### src/rtl/dispatch_pkg.sv
package dispatch_pkg;
  localparam int INSTR_W = 64;
  localparam int OPC_W   = 4;
  localparam int BODY_W  = INSTR_W - OPC_W;
  localparam int NUM_ENG = 5;

  typedef enum logic [OPC_W-1:0] {
    OPC_VMUL  = 4'd0,
    OPC_MMUL  = 4'd1,
    OPC_COPY  = 4'd2,
    OPC_CONST = 4'd3,
    OPC_NLIN  = 4'd4
  } opcode_e;

  typedef logic [BODY_W-1:0] body_t;
endpackage

### src/rtl/opcode_decode.sv
module opcode_decode
  import dispatch_pkg::*;
(
  input  logic [OPC_W-1:0]   opc,
  output logic [NUM_ENG-1:0] sel,
  output logic               legal
);
  // One select line per engine; the engine index equals the opcode value.
  always_comb begin
    sel = '0;
    for (int i = 0; i < NUM_ENG; i++) begin
      if (opc == OPC_W'(i)) sel[i] = 1'b1;
    end
    legal = |sel;
  end
endmodule

### src/rtl/dispatch_fifo.sv
module dispatch_fifo #(
  parameter int DEPTH = 8,
  parameter int WIDTH = 60,
  localparam int PTR_W = (DEPTH > 1) ? $clog2(DEPTH) : 1,
  localparam int CNT_W = $clog2(DEPTH + 1)
) (
  input  logic             clk,
  input  logic             rst_n,
  input  logic             push,
  input  logic [WIDTH-1:0] din,
  output logic             full,
  input  logic             pop,
  output logic [WIDTH-1:0] dout,
  output logic             empty,
  output logic [CNT_W-1:0] count
);
  logic [WIDTH-1:0] mem [DEPTH];
  logic [PTR_W-1:0] wr_ptr, rd_ptr;

  function automatic logic [PTR_W-1:0] bump(input logic [PTR_W-1:0] p);
    return (p == PTR_W'(DEPTH - 1)) ? '0 : p + 1'b1;
  endfunction

  always_ff @(posedge clk) begin
    if (push) mem[wr_ptr] <= din;
  end

  always_ff @(posedge clk) begin
    if (!rst_n) begin
      wr_ptr <= '0;
      rd_ptr <= '0;
      count  <= '0;
    end else begin
      if (push) wr_ptr <= bump(wr_ptr);
      if (pop)  rd_ptr <= bump(rd_ptr);
      case ({push, pop})
        2'b10:   count <= count + 1'b1;
        2'b01:   count <= count - 1'b1;
        default: count <= count;
      endcase
    end
  end

  assign dout  = mem[rd_ptr];
  assign empty = (count == '0);
  assign full  = (count == CNT_W'(DEPTH));

  // the front end never writes into a full queue
  p_no_overflow_r4: assert property (@(posedge clk) disable iff (!rst_n)
    push |-> !full);
  // no read from an empty queue
  p_no_underflow_r9: assert property (@(posedge clk) disable iff (!rst_n)
    pop |-> !empty);
  // simultaneous write and read keep occupancy
  p_count_steady_r7: assert property (@(posedge clk) disable iff (!rst_n)
    (push && pop) |=> count == $past(count));
endmodule

### src/rtl/instr_dispatch.sv
module instr_dispatch
  import dispatch_pkg::*;
#(
  parameter int DEPTH = 8,
  localparam int CNT_W = $clog2(DEPTH + 1)
) (
  input  logic                       clk,
  input  logic                       rst_n,
  input  logic                       in_valid,
  output logic                       in_ready,
  input  logic [INSTR_W-1:0]         in_instr,
  output logic [NUM_ENG-1:0]         eng_valid,
  input  logic [NUM_ENG-1:0]         eng_ready,
  output logic [NUM_ENG*BODY_W-1:0]  eng_body,
  output logic [NUM_ENG*CNT_W-1:0]   eng_count,
  output logic                       illegal_pulse
);
  logic [OPC_W-1:0]   opc;
  body_t              body;
  logic [NUM_ENG-1:0] sel, full_vec, empty_vec, push_vec, pop_vec;
  logic               legal, accept;

  assign opc  = in_instr[INSTR_W-1 -: OPC_W];
  assign body = in_instr[BODY_W-1:0];

  opcode_decode u_dec (.opc(opc), .sel(sel), .legal(legal));

  // Stall only on a legal word whose own queue is full.
  assign in_ready = !legal || !(|(sel & full_vec));
  assign accept   = in_valid && in_ready;
  assign push_vec = sel & {NUM_ENG{accept}};
  assign pop_vec  = eng_valid & eng_ready;

  for (genvar g = 0; g < NUM_ENG; g++) begin : g_eng
    dispatch_fifo #(.DEPTH(DEPTH), .WIDTH(BODY_W)) u_q (
      .clk   (clk),
      .rst_n (rst_n),
      .push  (push_vec[g]),
      .din   (body),
      .full  (full_vec[g]),
      .pop   (pop_vec[g]),
      .dout  (eng_body[g*BODY_W +: BODY_W]),
      .empty (empty_vec[g]),
      .count (eng_count[g*CNT_W +: CNT_W])
    );
    assign eng_valid[g] = !empty_vec[g];

    // a stall on opcode g implies queue g is at capacity
    p_stall_only_full_r4: assert property (@(posedge clk) disable iff (!rst_n)
      (opc == OPC_W'(g) && !in_ready) |-> eng_count[g*CNT_W +: CNT_W] == CNT_W'(DEPTH));
    // spare room in queue g always admits a word for it
    p_isolation_r5: assert property (@(posedge clk) disable iff (!rst_n)
      (opc == OPC_W'(g) && eng_count[g*CNT_W +: CNT_W] < CNT_W'(DEPTH)) |-> in_ready);
  end

  always_ff @(posedge clk) begin
    if (!rst_n) illegal_pulse <= 1'b0;
    else        illegal_pulse <= in_valid && !legal;
  end

  // undefined opcodes never stall and raise the flag next cycle
  p_illegal_ready_r3: assert property (@(posedge clk) disable iff (!rst_n)
    (opc > OPC_W'(NUM_ENG - 1)) |-> in_ready);
  p_illegal_flag_r3: assert property (@(posedge clk) disable iff (!rst_n)
    (in_valid && opc > OPC_W'(NUM_ENG - 1)) |=> illegal_pulse);
  p_flag_cause_r3: assert property (@(posedge clk) disable iff (!rst_n)
    (in_valid && opc < OPC_W'(NUM_ENG)) |=> !illegal_pulse);
endmodule

### config.mk
export PLATFORM = sky130hd
export DESIGN_NAME = instr_dispatch
export DESIGN_NICKNAME = d
export VERILOG_FILES = /design/src/rtl/dispatch_pkg.sv /design/src/rtl/opcode_decode.sv /design/src/rtl/dispatch_fifo.sv /design/src/rtl/instr_dispatch.sv
export SDC_FILE = /design/constraint.sdc
export NUM_CORES = 2
export LEC_CHECK = 0
export ABC_AREA = 1
export BUFFER_PORTS_ARGS = -buffer_cell sky130_fd_sc_hd__clkbuf_2
export CAP_MARGIN = 20
export CORE_MARGIN = 2
export CORE_UTILIZATION = 40
export CTS_CLUSTER_DIAMETER = 60
export DETAILED_ROUTE_END_ITERATION = 10
export PLACE_DENSITY = 0.56
export SYNTH_ARGS = -nofsm -noshare
export SYNTH_HDL_FRONTEND = slang
export SYNTH_SLANG_ARGS = --single-unit
export TNS_END_PERCENT = 1
### constraint.sdc
create_clock -name clk -period 5.94 [get_ports clk]
set_input_delay 0.891 -clock clk [delete_from_list [all_inputs] [get_ports clk]]
set_output_delay 0.891 -clock clk [all_outputs]
set_load 0.01 [all_outputs]
==> out/results.ini <==
[pwr]
intPower_mw=32.8
power_frac_seq_pct=40.2
p_sw_share_pct=33.9
p_comb_share_pct=26.7
switchingPower_mw=16.8
power_density_nw_per_um2=449
clockPowerShare_pct=33.1
p_total_mw=49.5
cellLeakagePower_nw=37.6
max-vdd-ir-drop_mv=0.340

[critical_path]
criticalPathCategory=reg2out
r2r_setup_slack_ns=2.63
timing.rr.end=g_eng[4].u_q.mem[6][32]
path_max_fanout=151
critPathLaunchType=flip-flop
worstPathCellList=inv_8, buf_4, nor2_1, o32ai_1, nand2_1, nand2_1, clkbuf_2
slowest_delay_ns=0.88
crit_top_cell=nand2_1
cp.arrival_ns=3.84
cp_data_required_time_ns=5.05
crit_path_end_kind=primary output
r2r_cells=12
cp_slowest_cell=o32ai_1
r2r-start=g_eng[3].u_q.count[0]

[clocking]
cts_root_buffer=clkbuf_16
clockBufferDepth=4
cts-htree-levels=5
cts_sinks=2466
post_cts_buffers=0
cts_tree=yes
ctsHoldBuffers=0
clock_latency_ns=0.92
numCtsBuffers=282
post_cts_resized=0
path_clk_slew_ns=0.06

[global_routing]
grt_pass1_vias=57900
globalRoute.totalOverflow=0
grt_util_all_layers_pct=21.7
antenna_found_initial=13
grt_pass1_wl_um=393000
grt_max_degree=152

[layout]
area_growth_pct=14.5
drive_gt1_share_pct=12.5
fin_util_pct=46.0
layout.nets=7720

[detailed_routing]
route.detailed.drc=0
wl_um=271000
dr.pass1.iters=5
viasPerCell=5.51
vias=60500
ant_nets=0
routedWlPerCell_um=24.6
drtIter0Drc=5735

[sta]
slew_headroom_pct=26.1
post-route-period-util_pct=79.6
min_period_ns=4.73
finalClockSkew_ns=0.0583
holdWs_ns=0.360
max_freq_ghz=0.211
hold_viol=0
slew_violations=0
rsz0062_at_grt=no
setup_tns_ns=0
worst-slew-pin-transition_ns=1.11
setup_viol=0

[yosys]
yosys_warnings=0
synth_edf_count=2400
synth_compound_area_share_pct=8.87
ys_ff_latch=2466
yosys_most_used_dff=edfxtp_1
seq_area_frac_synth_pct=76.1
synthArstFlopShare_pct=0
avgSynthCellArea_um2=13.3
synth_fa_ha_area_share_pct=0.454
synthCells=7272
synth.cell_area_um2=96400
yosys.area_share.simple_pct=11.8
synth_top_family_by_area=simple AND/OR/NAND/NOR gates
syn_nets=7379
synth.distinct_cells=30
synth.mux.area_fraction_pct=0
synth-xor-area-share_pct=0.127

[worst_hold_path]
hold_depth=4
hold_path.class=in2reg
min_from=eng_ready[1]

[flow_run]
maxCapViolCount=0

[placed_design]
gp_congestion=0.795
io_buffers=398
dp_hpwl_um=156000

[floorplan]
core_area_um2=240000
die_y_um=495
fp.dieArea_um2=245000
die_w_um=495
fp-row-count=180
ios=399
initial_core_util_pct=40.2

[run_status]
status=finished clean

Yosys cell counts (2+ instances only):
library cell	instances	area, um2
clkbuf_1	251	942
nand4_4	4	85.1
xor2_1	10	87.6
nor2_1	1895	7110
nand3_1	20	100
ha_1	35	438
inv_1	51	191
o32ai_1	600	5260
clkinv_1	5	18.8
a21oi_1	22	110
dfxtp_1	66	1320
nor3_1	25	125
o21ai_0	625	3130
buf_2	121	606
nand2_2	2	12.5
nand4_1	9	56.3
o211a_1	5	50.1
buf_6	36	405
nand3b_1	4	30.0
buf_4	32	240
xnor2_1	4	35.0
nand2_1	1008	3780
edfxtp_1	2400	72100
inv_2	13	48.8
buf_1	24	90.1
flip-flops by register name (all words and copies together) (netlist names), named ones only:
name	count
g_eng.u_q.wr_ptr	15
g_eng.u_q.mem	2400
g_eng.u_q.count	20
illegal_pulse	1
g_eng.u_q.rd_ptr	15
area by class of cell:
| class | instances | area, um2 |
|---|---|---|
| antenna | 3 | 7.51 |
| clock inverter | 140 | 1240 |
| tap | 3185 | 3990 |
| inverter | 69 | 303 |
| timing repair buffer | 521 | 3320 |
| clock buffer | 339 | 7350 |
| sequential | 2466 | 73400 |
| fill | 21500 | 130000 |
| multi-input combinational | 4273 | 20700 |
layer usage:
metal | share of wire (%) | vias to the layer above | track usage (%)
met2 | 46 | 2011 | 33.2
met4 | 1.9 | 6 | 5.10
met1 | 46 | 30900 | 32.2
met3 | 6.5 | 317 | 3.64
li1 | - | 27300 | -
met5 | 0.015 | - | 0
power groups by stage:
stage | combinational, mW | sequential (mW) | clock (mW)
detailed placement | 13.4 | 20.3 | 0
global placement | 13.2 | 20.3 | 0
finish | 13.2 | 19.9 | 16.4
global route | 14.5 | 20.0 | 17.4
floorplan | 7.94 | 19.8 | 0
CTS | 13.5 | 19.9 | 16.7
per-stage QoR:
stage                     instances  cell area, um2  worst slack (ns)
final                         11000          110000              1.21
after global routing          11000          110000              1.02
after CTS                     11000          110000              1.20
after detailed placement      10500          102000              2.02
after global placement        10500          102000              2.02
after floorplan                7272           96400            -0.393
how the worst max path moves through the flow:
stage	from	to	slack [ns]	depth (start not counted)
finish	flip-flop	eng_body[262]	1.21	7
global route	flip-flop	eng_body[262]	1.02	7
CTS	flip-flop	eng_body[264]	1.20	7
detailed placement	in_instr[62]	g_eng[4].u_q.mem[6][24]	2.02	13
global placement	in_instr[62]	g_eng[4].u_q.mem[6][29]	2.02	13
floorplan	in_instr[62]	g_eng[0].u_q.mem[6][0]	-0.39	9
cell usage in the layout (no fill, tap or decap), types with 8 or more instances in the layout:
cell type	synthesis	layout
edfxtp_1	2400	2400
nor2_1	1895	1879
nand2_1	1008	1008
o21ai_0	625	625
o32ai_1	600	600
clkbuf_2	0	398
clkbuf_16	0	285
buf_4	32	89
clkinv_1	5	53
clkbuf_1	251	52
inv_1	51	51
dfxtp_1	66	51
clkinv_2	0	50
ha_1	35	35
buf_12	0	31
nor3_2	0	24
a21oi_1	22	22
nand3_1	20	20
bufinv_16	0	20
nor2_4	1	17
dfxtp_4	0	15
xor2_1	10	10
nand4_1	9	9
inv_8	0	9
inv_2	13	8
inv_6	0	8
cell families after synthesis:
group,Yosys count
AO/OA/AOI/OAI,1253
adder cells (fa/ha/maj),35
flip-flops,2466
buffers and inverters,533
XOR/XNOR,14
AND/OR/NAND/NOR,2971
critical path, delay by kind of cell (launching register included):
family,cells,cell delay [ns]
simple gates,3,0.28
compound gates,1,0.88
buf+inv,3,1.18
flops,1,0.47
Note: power is estimated with default switching activity, not from simulation.
